## src/rtl/disp_ser_pkg.sv

```systemverilog
package disp_ser_pkg;
  localparam int SER_SLOTS = 7;
  localparam int SER_LANES = 3;
  localparam logic [SER_SLOTS-1:0] SER_CLK_PAT = 7'b1100011; // bit s = slot s
endpackage

```

## src/rtl/disp_ser_lane.sv

```systemverilog
module disp_ser_lane #(
  parameter int SLOTS = 7
) (
  input  logic             clk_i,
  input  logic             rst_ni,
  input  logic             load_i,
  input  logic [SLOTS-1:0] par_i,
  output logic             ser_o
);
  logic [SLOTS-1:0] sr_q;

  always_ff @(posedge clk_i or negedge rst_ni) begin
    if (!rst_ni)     sr_q <= '0;
    else if (load_i) sr_q <= par_i;
    else             sr_q <= {1'b0, sr_q[SLOTS-1:1]};
  end

  assign ser_o = sr_q[0];
endmodule

```

## src/rtl/disp_ser_ctrl.sv

```systemverilog
module disp_ser_ctrl #(
  parameter int WORD_W = 21
) (
  input  logic              clk_i,
  input  logic              rst_ni,
  input  logic              frame_i,
  input  logic              pd_ni,
  input  logic [WORD_W-1:0] pix_i,
  output logic [WORD_W-1:0] hold_o,
  output logic              load_o,
  output logic              en_o
);
  logic [WORD_W-1:0] hold_q;
  logic              cap_v_q;
  logic              en_q;

  always_ff @(posedge clk_i or negedge rst_ni) begin
    if (!rst_ni) begin
      hold_q  <= '0;
      cap_v_q <= 1'b0;
      en_q    <= 1'b0;
    end else if (!pd_ni) begin
      cap_v_q <= 1'b0;
      en_q    <= 1'b0;
    end else if (frame_i) begin
      hold_q  <= pix_i;
      cap_v_q <= 1'b1;
      en_q    <= cap_v_q; // enable only once a post-release word is held
    end
  end

  assign hold_o = hold_q;
  assign load_o = frame_i;
  assign en_o   = en_q;
endmodule

```

## src/rtl/disp_ser.sv

```systemverilog
module disp_ser
  import disp_ser_pkg::*;
#(
  parameter int SLOTS = SER_SLOTS,
  parameter int LANES = SER_LANES,
  parameter logic [SLOTS-1:0] CLK_PAT = SER_CLK_PAT,
  localparam int WORD_W = SLOTS * LANES
) (
  input  logic              clk_i,
  input  logic              rst_ni,
  input  logic              frame_i,
  input  logic              pd_ni,
  input  logic [WORD_W-1:0] pix_i,
  output logic [LANES-1:0]  data_o,
  output logic              clk_lane_o,
  output logic              oe_o
);
  logic [WORD_W-1:0] hold;
  logic              load;
  logic              en;
  logic [LANES-1:0]  lane_raw;
  logic              clk_raw;

  disp_ser_ctrl #(.WORD_W(WORD_W)) u_ctrl (
    .clk_i  (clk_i),
    .rst_ni (rst_ni),
    .frame_i(frame_i),
    .pd_ni  (pd_ni),
    .pix_i  (pix_i),
    .hold_o (hold),
    .load_o (load),
    .en_o   (en)
  );

  for (genvar k = 0; k < LANES; k++) begin : g_lane
    disp_ser_lane #(.SLOTS(SLOTS)) u_lane (
      .clk_i (clk_i),
      .rst_ni(rst_ni),
      .load_i(load),
      .par_i (hold[k*SLOTS +: SLOTS]),
      .ser_o (lane_raw[k])
    );
  end

  disp_ser_lane #(.SLOTS(SLOTS)) u_clk_lane (
    .clk_i (clk_i),
    .rst_ni(rst_ni),
    .load_i(load),
    .par_i (CLK_PAT),
    .ser_o (clk_raw)
  );

  // power-down gates the drivers without waiting for a clock edge
  assign oe_o       = en & pd_ni;
  assign data_o     = lane_raw & {LANES{oe_o}};
  assign clk_lane_o = clk_raw & oe_o;
endmodule

```

## config.mk

```make
export PLATFORM = sky130hd
export DESIGN_NAME = disp_ser
export DESIGN_NICKNAME = d
export VERILOG_FILES = /design/src/rtl/disp_ser_pkg.sv /design/src/rtl/disp_ser_lane.sv /design/src/rtl/disp_ser_ctrl.sv /design/src/rtl/disp_ser.sv
export SDC_FILE = /design/constraint.sdc
export NUM_CORES = 1
export LEC_CHECK = 0
export BUFFER_PORTS_ARGS = -buffer_cell sky130_fd_sc_hd__buf_2
export CORE_MARGIN = 2
export CORE_UTILIZATION = 55
export CTS_CLUSTER_SIZE = 40
export DETAILED_ROUTE_END_ITERATION = 10
export PLACE_DENSITY_LB_ADDON = 0.15
export SLEW_MARGIN = 10
export SYNTH_ARGS = -nofsm -noshare
export SYNTH_HDL_FRONTEND = slang
export SYNTH_SLANG_ARGS = --single-unit
```

## constraint.sdc

```tcl
create_clock -name clk_i -period 1 [get_ports clk_i]
set_clock_uncertainty 0.05 [all_clocks]
set_input_delay 0.2 -clock clk_i [delete_from_list [all_inputs] [get_ports clk_i]]
set_output_delay 0.2 -clock clk_i [all_outputs]
set_load 0.1 [all_outputs]
```

==> impl_metrics.csv <==
group,metric,value,unit
global_route,grt_pass1_wl,5.36,mm
timing,timing.slew.headroom,82.7,%
final_layout,area.growth.synth_to_final,31.6,%
synth,syn_area,1950,sq um
clocking,cts_buffers,5,
outcome,violations,"setup timing",
synth,ys_seq_area_share,65.6,%
synth,syn_area_per_cell,17.2,sq um
route,drt_iter0_drc,51,
timing,worstMarginPinSlew,260,ps
route,ant_nets,0,
min_path,min_from,"pix_i[19]",
final_layout,most-common-layout-cells,"dfrtp_1 (50), buf_2 (24), dlygate4sd3_1 (21)",
power,p_int,3.07,mW
timing,setup_slack,-402,ps
timing,rsz0062_at_grt,"yes",
power,pwr-share-comb,17.0,%
timing,slew_viol_final,0,
setup_path,critPathCaptureType,"primary output",
clocking,clock_latency,360,ps
global_route,grt.overflow.total,0,
setup_path,critical_path_class,"register to primary output",
min_path,hp-class,"primary input to register",
power,leakage,1.22,nW
place,dp_slack,-126,ps
min_path,min_delay_path_depth,2,
setup_path,cp-start-kind,"register",
route,drt_wl_total,3.00,mm
power,switching_share,23.3,%
global_route,grt_max_degree,52,
die,rows,21,
synth,synth_seq_cells,51,
run,maxCapViolations,0,
power,pwr-share-seq,61.6,%
place,gp_congestion,0.728,
power,p_sw,0.931,mW
setup_path,worstPathArrival,1150,ps
route,route.detailed.drc,0,
final_layout,layout_commonest_cell,"dfrtp_1",
clocking,cts-htree-levels,2,
die,fp.dieH,63.5,microns
setup_path,path_buf_inv,1,
route,viasPerCell,4.89,
clocking,clock-sinks,51,
timing,clock.fmax,713,MHz
synth,yosysWarnings,0,
timing,fin_crit_sh,140,%
final_layout,fin_nets,197,
clocking,clk_pin_slew,120,ps
clocking,cts_buffer_depth,2,
setup_path,r2r_end,"g_lane[1].u_lane.sr_q[4]",
die,io-pin-count,30,
setup_path,crit_required,750,ps
clocking,cts_tree,"yes",
synth,synthTopCellsByArea,"dfrtp_1 (66%), mux2_4 (15%), mux2_2 (11%), and2_1 (1.3%), and3_1 (1.3%)",
timing,setup_viol,5,
setup_path,rr_worst_depth,1,
final_layout,diodes,0,
global_route,grt_pass1_vias,1141,
die,dieWidth,63.5,microns
route,vias,1070,
global_route,antenna_found_initial,0,
outcome,status,"complete, but fails checks",
power,vdd_ir_drop_max,0.00122,V
synth,yosysTopAreaCell,"dfrtp_1",
place,hpwl,1.91,mm
setup_path,r2r_start,"u_ctrl.hold_o[11]",
setup_path,regToRegSetupSlack,160,ps
synth,synth_cells,113,
timing,fin_crit,1400,ps
setup_path,cpLargestDelayFamily,"flip-flops",
die,initial_utilization,57.8,%
global_route,track_usage,17.8,%
timing,final-hold-violation-count,0,
min_path,hold_end,"u_ctrl.hold_o[19]",
power,p_clk_share,21.4,%
die,die-area,4030,sq um
route,firstDrtPassIters,3,
synth,syn_nets,138,
place,io_buffers,29,
final_layout,utilization,76.1,%
setup_path,path_cells,"and3_4, buf_12",
die,core_area,3360,sq um
setup_path,slowest_stage,"dfrtp_2",
synth,synth_cell_types,12,
setup_path,path_depth,2,
synth,yosysTopAreaCellShare,65.6,%
setup_path,cp_max_fo,6,
power,powerDensity,1560,nW/um^2
final_layout,drive_gt1_share,52.6,%
setup_path,critPathMaxStageDelay,460,ps
clocking,clockRootBuffer,"clkbuf_4",
final_layout,n_fill_cell,240,
route,wl_per_cell,13.7,microns
[stage by stage]
stage	std cells	instance area [sq um]	setup TNS [ps]	hold WS (ps)	power, mW
after detailed placement	190	2280	-2820	157	3.12
final	219	2560	-1940	25.3	4.00
after global placement	190	2280	-2470	154	3.08
after CTS	211	2460	-2160	0.410	4.02
after floorplan	113	1950	-527	-146	2.89
after global routing	219	2560	-2280	1.44	4.24
[state kept, by name, summed over array words and instances, names as in the netlist]
name,cells
u_ctrl.cap_v_q,1
u_ctrl.hold_o,21
g_lane.u_lane.sr_q,21
u_ctrl.en_o,1
u_clk_lane.sr_q,7
[synth_stat cells (all sizes together)]
master   n
mux2i    1
o21a     1
dfrtp   51
nand2    1
or2      3
nor2b    4
mux2    39
buf      5
and2     4
and3     4
[power groups by stage]
stage	Clock (mW)	Sequential, mW	Combinational, mW
CTS	0.901	2.46	0.663
global placement	0	2.48	0.604
global route	1.00	2.49	0.740
floorplan	0	2.45	0.433
finish	0.856	2.46	0.680
detailed placement	0	2.50	0.620
[metal layers]
layer | track usage, % | part of all wire [%] | wire length (microns) | up-vias
met5 | 0 | 0 | 0 | -
li1 | - | - | - | 500
met1 | 21.6 | 46 | 1380 | 539
met3 | 5.89 | 4.0 | 120 | 6
met4 | 7.34 | 2.0 | 60 | 0
met2 | 29.3 | 48 | 1440 | 25
[layout make-up]
class                           count  area, sq um  share of cell area [%]
Clock buffer                        7         45.0                    1.76
Multi-Input combinational cell     57          654                    25.6
Tap cell                           46         57.6                    2.25
Clock inverter                      1         5.00                   0.196
Timing Repair Buffer               57          520                    20.3
Sequential cell                    51         1280                    49.9
[worst max path at each step]
stage	start	slack, ps	end
after floorplan	u_ctrl.en_o	-110	clk_lane_o
after global placement	pd_ni	-120	u_ctrl.hold_o[20]
after detailed placement	pd_ni	-130	u_ctrl.hold_o[20]
after CTS	u_ctrl.en_o	-440	clk_lane_o
after global routing	u_ctrl.en_o	-470	data_o[1]
final	u_ctrl.en_o	-400	clk_lane_o
[cells by family (layout without fill, tap and decap cells)]
kind of cell | Yosys count | count (layout) | synth area share, %
AO/OA/AOI/OAI | 1 | 1 | 0.386
buffers and inverters | 5 | 65 | 1.93
multiplexers | 40 | 40 | 26.9
AND/OR/NAND/NOR | 16 | 16 | 5.14
flip-flops | 51 | 51 | 65.6
[timing repair]
item                                    4_1_cts  5_1_grt
endpoints found under the setup margin        5        5
gates resized for setup                       0        6
hold endpoints to repair                     63        8
setup buffers                                 0        0
pin swaps                                     0        2
hold buffers                                 13        8
Power figures use the tool's default switching activity.
